<file path="src/rtl/ext_irq_ctrl.sv">
module ext_irq_ctrl #(
  parameter int NUM_PINS = 32,
  parameter int ADDR_W   = 9
) (
  input  logic                clk,
  input  logic                rst_n,
  input  logic [NUM_PINS-1:0] pin_i,
  input  logic                reg_wr,
  input  logic [ADDR_W-1:0]   reg_addr,
  input  logic [31:0]         reg_wdata,
  output logic [31:0]         reg_rdata,
  output logic [NUM_PINS-1:0] irq_o
);
  localparam int IDX_W = (NUM_PINS > 1) ? $clog2(NUM_PINS) : 1;
  localparam logic [ADDR_W-1:0] OFS_PEND = ADDR_W'(12'h000);
  localparam logic [ADDR_W-1:0] OFS_ENCL = ADDR_W'(12'h004);
  localparam logic [ADDR_W-1:0] OFS_ENST = ADDR_W'(12'h008);
  localparam logic [ADDR_W-1:0] OFS_DET  = ADDR_W'(12'h100);
  localparam logic [ADDR_W-1:0] OFS_CFG  = ADDR_W'(12'h180);

  logic [NUM_PINS-1:0] sync1_q, sync2_q, prev_q;
  logic [NUM_PINS-1:0] en_q, det_q, hit, clr_mask;
  logic [NUM_PINS*6-1:0] cfg_flat;
  logic [NUM_PINS-1:0] wmask;
  logic                cfg_sel;
  logic [IDX_W-1:0]    cfg_idx;
  logic [ADDR_W-1:0]   cfg_off;

  function automatic logic sense_hit(input logic [5:0] code, input logic cur, input logic old);
    case (code)
      6'h01:   return ~cur;
      6'h02:   return cur;
      6'h04:   return ~cur & old;
      6'h08:   return cur & ~old;
      6'h0C:   return cur ^ old;
      default: return 1'b0;
    endcase
  endfunction

  assign wmask    = reg_wdata[NUM_PINS-1:0];
  assign cfg_off  = reg_addr - OFS_CFG;
  assign cfg_idx  = cfg_off[2 +: IDX_W];
  assign cfg_sel  = (reg_addr >= OFS_CFG) && (cfg_off[1:0] == 2'b00) &&
                    ((cfg_off >> 2) < ADDR_W'(NUM_PINS));
  assign clr_mask = (reg_wr && reg_addr == OFS_DET) ? wmask : '0;

  always_ff @(posedge clk) begin
    if (!rst_n) begin
      sync1_q <= '0;
      sync2_q <= '0;
      prev_q  <= '0;
    end else begin
      sync1_q <= pin_i;
      sync2_q <= sync1_q;
      prev_q  <= sync2_q;
    end
  end

  for (genvar g = 0; g < NUM_PINS; g++) begin : g_pin
    logic [5:0] cfg_q;
    always_ff @(posedge clk) begin
      if (!rst_n) cfg_q <= '0;
      else if (reg_wr && cfg_sel && cfg_idx == IDX_W'(g)) cfg_q <= reg_wdata[5:0];
    end
    assign cfg_flat[g*6 +: 6] = cfg_q;
    assign hit[g] = sense_hit(cfg_q, sync2_q[g], prev_q[g]);
  end

  always_ff @(posedge clk) begin
    if (!rst_n) begin
      en_q  <= '0;
      det_q <= '0;
      irq_o <= '0;
    end else begin
      if (reg_wr && reg_addr == OFS_ENST) en_q <= en_q | wmask;
      else if (reg_wr && reg_addr == OFS_ENCL) en_q <= en_q & ~wmask;
      det_q <= (det_q & ~clr_mask) | hit;
      irq_o <= det_q & en_q;
    end
  end

  always_comb begin
    reg_rdata = '0;
    if (reg_addr == OFS_PEND)      reg_rdata = 32'(det_q & en_q);
    else if (reg_addr == OFS_ENCL) reg_rdata = 32'(en_q);
    else if (reg_addr == OFS_DET)  reg_rdata = 32'(det_q);
    else if (cfg_sel)              reg_rdata = 32'(cfg_flat[cfg_idx*6 +: 6]);
  end

  AST_EN_SET: assert property (@(posedge clk) disable iff (!rst_n)
    (reg_wr && reg_addr == OFS_ENST) |=> ((en_q & $past(wmask)) == $past(wmask)));
  AST_EN_CLR: assert property (@(posedge clk) disable iff (!rst_n)
    (reg_wr && reg_addr == OFS_ENCL) |=> ((en_q & $past(wmask)) == '0));
  AST_DET_STICKY: assert property (@(posedge clk) disable iff (!rst_n)
    !(reg_wr && reg_addr == OFS_DET) |=> ((det_q & $past(det_q)) == $past(det_q)));
  AST_SET_WINS: assert property (@(posedge clk) disable iff (!rst_n)
    (reg_wr && reg_addr == OFS_DET) |=> ((det_q & $past(hit)) == $past(hit)));
  AST_IRQ_NEEDS_EN: assert property (@(posedge clk) disable iff (!rst_n)
    ((irq_o & ~$past(en_q)) == '0));
endmodule

</file>
<file path="config.mk">
export PLATFORM = sky130hd
export DESIGN_NAME = ext_irq_ctrl
export DESIGN_NICKNAME = d
export VERILOG_FILES = /design/src/rtl/ext_irq_ctrl.sv
export SDC_FILE = /design/constraint.sdc
export NUM_CORES = 1
export LEC_CHECK = 0
export ABC_CLOCK_PERIOD_IN_PS = 2100
export BUFFER_PORTS_ARGS = -buffer_cell sky130_fd_sc_hd__buf_4
export CAP_MARGIN = 20
export CORE_AREA = 2 2 207 209
export CTS_CLUSTER_SIZE = 25
export DETAILED_ROUTE_END_ITERATION = 8
export DIE_AREA = 0 0 209 211
export PLACE_DENSITY_LB_ADDON = 0.12
export SLEW_MARGIN = 20
export SYNTH_ARGS = -nofsm -noshare
export SYNTH_HDL_FRONTEND = slang
export SYNTH_SLANG_ARGS = --single-unit
</file>
<file path="constraint.sdc">
create_clock -name clk -period 2.1 [get_ports clk]
set_clock_uncertainty 0.05 [all_clocks]
set_input_delay 0.21 -clock clk [delete_from_list [all_inputs] [get_ports clk]]
set_output_delay 0.21 -clock clk [all_outputs]
set_load 0.01 [all_outputs]
</file>
Yosys cells after proc, flatten, opt, wreduce, memory -nomap -nowiden:

Cells that the tools add are included.

* logic and storage cells: 485
* register bits after elaboration: 384

* reductions and logical operators: 42
* mux-type cells: 39
* shifts and indexed selects: 1
* multiply operators: 1
* order comparisons: 2
* equality and inequality tests: 194
* $add $sub $neg: 1
* bitwise logic cells: 167

Operator list (count)
* $eq A6 B4 Y1 const B: 64
* $eq A6 B1 Y1 const B: 32
* $eq A6 B2 Y1 const B: 32
* $eq A6 B3 Y1 const B: 32
* $mux W32: 6
* $shiftx A192 B9 Y6: 1
* $pmux W1 S5: 32
* $and A32 B32 Y32: 3
* $eq A5 B5 Y1 const B: 16
* $and A1 B1 Y1: 64
* $not A1 Y1: 64
* $not A32 Y32: 2
* $or A32 B32 Y32: 2
* $eq A5 B4 Y1 const B: 8
* $logic_and A1 B1 Y1: 38
* $xor A1 B1 Y1: 32
* $eq A5 B3 Y1 const B: 4
* $eq A5 B2 Y1 const B: 2
* $eq A9 B3 Y1 const B: 1
* $eq A9 B4 Y1 const B: 1
* $eq A9 B9 Y1 const B: 1
* $ge A9 B9 Y1 const B: 1
* $logic_not A9 Y1: 1
* $sub A9 B9 Y9 const B: 1
* other kinds (7): 7

Depth between registers and ports, before layout:

* depth in word-level cells: 8
* mapped depth: 10
* depth with buffers taken out: 6

Worst setup path before layout:

No wires, ideal clock.

* kind: input -> output
* start point: in reg_addr[6]
* end point: out reg_rdata[21]
* cell stages on the path: 6
* slack: -0.047 ns
* arrival: 1.887 ns
* data required time: 1.840 ns
* cells stage by stage: buf_2 > or4_4 > or2_1 > a211o_1 > clkbuf_1 > nor2_1

* longest elaborated chain between the ends: 4
* elaborated cells on any way between the ends: 6
* those cells by class: eq/ne: 2; mux: 3; reduce/logical: 1

RTL lines
* start, declared: RTL line 9 `input logic [ADDR_W-1:0] reg_addr,`
* $eq A9 B9 Y1: RTL line 86 `else if (reg_addr == OFS_DET) reg_rdata = 32'(det_q);`
* $mux W32: RTL line 86
* $mux W32: RTL line 85 `else if (reg_addr == OFS_ENCL) reg_rdata = 32'(en_q);`
* $mux W32 (*): RTL line 84 `if (reg_addr == OFS_PEND) reg_rdata = 32'(det_q & en_q);`
* end, declared: RTL line 11 `output logic [31:0] reg_rdata,`

Every way passes the cells marked *; elsewhere a longest branch is shown, timed or not.

Worst setup path after layout:

* start point: reg g_pin[22].cfg_q[5]
* end point: out reg_rdata[5]

* longest elaborated chain between the ends: 5

RTL lines
* start, declared: RTL line 60 `logic [5:0] cfg_q;`
* start signal, assigned: RTL line 63 `else if (reg_wr && cfg_sel && cfg_idx == IDX_W'(g)) cfg_q <= reg_wdata[5:0];`
* $shiftx A192 B9 Y6: RTL line 87 `else if (cfg_sel) reg_rdata = 32'(cfg_flat[cfg_idx*6 +: 6]);`
* $mux W6: RTL line 87
* $mux W32: RTL line 86
* $mux W32: RTL line 85
* $mux W32: RTL line 84

No other way between the ends.

==> results.md <==
- Minimum clock period: 2616 ps
- Initial core utilization: 0.4455
- WP data required: 1840 ps
- Syn nets: 2300
- Top FF cell, synth: dfxtp_1
- Internal: 12.51 mW
- Vias: 16550
- Hpwl dp: 37060 um
- Setup CP Type: reg2out
- Avg WL per Cell: 19.07 um
- Slew of the pin with the lowest slew margin: 699.3 ps
- Worst Hold Class: in2reg
- Drt drc: 0
- Combinational share of power: 0.074
- RSZ-0062 raised after global routing: yes
- Clock buffer depth: 3
- Status: complete, but fails checks
- Post-synth ARST share: 0
- Core Util, Final: 0.5670
- Final Hold Viols: 0
- Total GRT Usage: 0.2525
- Setup slack after layout: -516.1 ps
- CP Max Fanout: 2
- Placer Congestion: 0.8831
- Core box area: 41760 um^2
- Post-synth EDFFs: 0
- # port buffers: 139
- Peak supply drop: 0.0005189 V
- Max Fclk: 0.3823 GHz
- CTS clk-pin slew, worst paths: 60 ps
- Worst Path Arrival: 2360 ps
- Drt first pass iters: 5
- Most common cell after layout, fill and taps aside: dfxtp_1
- Die width: 209 um
- Endpoints failing setup: 22
- Worst-Skew Late Latency: 570 ps
- Initial antenna violation count: 1
- CTS Root Cell: clkbuf_16
- Clk sinks: 384
- Mapped Area: 18600 um^2
- Maxcap violations: 0
- Most frequent cells in the layout: dfxtp_1 (313), nand2_1 (286), buf_4 (219)
- First-pass GRT wire length: 88440 um
- Fill count: 3724
- #FFs+latches synth: 384
- Count of pins over their slew limit: 0
- Number of distinct library cells after synthesis: 45
- Cell Rows: 75
- Worst hold slack: 114.5 ps
- Inserted Clock Buffers: 44
- # IOs: 140
- Total routed wirelength: 56340 um
- Area post-placement: 20890 um^2
- Die footprint: 44100 um^2
- Drt via density: 5.600
- # diodes: 0
- Final nets: 2527
- Clock power frac: 0.472
- Power per cell area: 688.2 nW/um^2
- Syn Inst Count: 2160
- Post-Syn Area per Cell: 8.613 um^2
- Slew HR: 0.5338
- H-Tree Depth: 2
- Total power: 16.29 mW
- Routed Antenna Nets: 0
- Failing checks: setup timing
- Pin count of the biggest net entering global routing: 87
- Fin area: 23680 um^2
- Psw: 3.788 mW
- Pre-CTS setup slack: -285.3 ps
- Violation count after the first detailed-route iteration: 1410
- Via count of the first global-routing pass: 15630
- CP Launch Type: register
- Fin crit share: 1.246
- Layout cells sized above 1: 0.2094
- Reg power frac: 0.454
- CTS tree: yes
- YS warnings: 0
- Crit path capture type: output port
- Die H: 211 um
- Lkg Pwr: 8.981 nW
- Grt ovf: 0
- Switching Share: 0.2325
- Synth-to-layout area growth: 27.26%
- Register area share after synthesis: 0.4132
==> worst max-delay path, stage by stage, from the launching register on <==
cell     delay [ps]
dfxtp_1         340
mux4_2          460
mux2_4          290
or3_4           350
o21ai_4          80
o32ai_4         110
buf_6           160
==> logic make-up after synthesis <==
| family | count (synthesis) | synth area share |
|---|---|---|
| compound gates | 612 | 0.2183 |
| mux | 113 | 0.06725 |
| fa+ha+maj | 64 | 0.04304 |
| buf+inv | 218 | 0.04876 |
| simple gates | 769 | 0.2094 |
| flops | 384 | 0.4132 |
==> final cells by class <==
type                    count  area (um^2)  area share
inverters                  65        244.0     0.01031
clock inverters             7        98.84    0.004175
flip-flops and latches    384         7804      0.3296
repair buffers            333         3078      0.1300
clock buffers              68         1344     0.05676
well taps                 539        674.4     0.02849
multi-input cells        1559        10430      0.4407
==> metrics by stage <==
stage	cells	setup TNS [ps]
global placement	2806	-11390
finish	2955	-2670
global route	2955	-3228
floorplan	2160	-522.7
detailed placement	2806	-12550
CTS	2950	-3681
==> state kept, by name, indices dropped and copies added (netlist names), named ones only <==
register	count
g_pin.cfg_q	192
sync1_q	32
det_q	32
sync2_q	32
irq_o	32
prev_q	32
==> layer usage <==
metal	part of all wire	up-vias	global-route usage
met1	0.47	7924	0.3560
met3	0.057	90	0.02736
met5	0	-	0
met4	0.025	0	0.07906
met2	0.45	517	0.4064
li1	-	8017	-
==> timing repair <==
item,CTS,global route
hold buffers,58,0
resized for setup,126,76
endpoints found under the setup margin,32,32
pin swaps,35,29
buffers inserted,8,9
cloned,4,0
endpoints found under the hold margin,84,0
==> path summary, 6_finish.rpt <==
kind	startpoint	slack, ps	cells past startpoint	to
hold reg to reg	sync1_q[9]	380	1	sync2_q[9]
setup / recovery	g_pin[22].cfg_q[5]	-520	6	reg_rdata[5]
setup reg to reg	sync2_q[29]	260	6	det_q[29]
hold / removal	reg_wdata[4]	110	3	g_pin[20].cfg_q[4]
==> power by group through the flow <==
stage	clock network (mW)	registers, mW	logic (mW)
global route	8.13	7.41	1.29
detailed placement	0	7.58	1.06
global placement	0	7.58	1.05
CTS	7.85	7.41	1.18
finish	7.68	7.40	1.21
floorplan	0	7.56	0.614
==> cells in the mapped netlist, types with 9 or more instances <==
cell	number	share of area
and3_1	33	0.011
a22oi_1	61	0.025
nand2_1	286	0.058
nor2b_1	62	0.021
a21boi_0	112	0.045
buf_4	13	0.0052
nor2_1	95	0.019
a21o_1	32	0.013
mux4_2	9	0.011
o21ai_0	131	0.035
ha_1	64	0.043
a21boi_1	88	0.036
nand2b_1	38	0.013
and2_1	98	0.033
nor2_4	16	0.0097
clkbuf_1	103	0.021
inv_1	65	0.013
nor4_1	32	0.011
dfxtp_1	384	0.41
a211oi_1	32	0.013
o211ai_1	35	0.014
buf_2	24	0.0065
nand3_1	85	0.023
a21oi_1	74	0.020
mux2i_1	98	0.053
o22ai_1	35	0.012
Note: power is estimated with default switching activity, not from simulation.
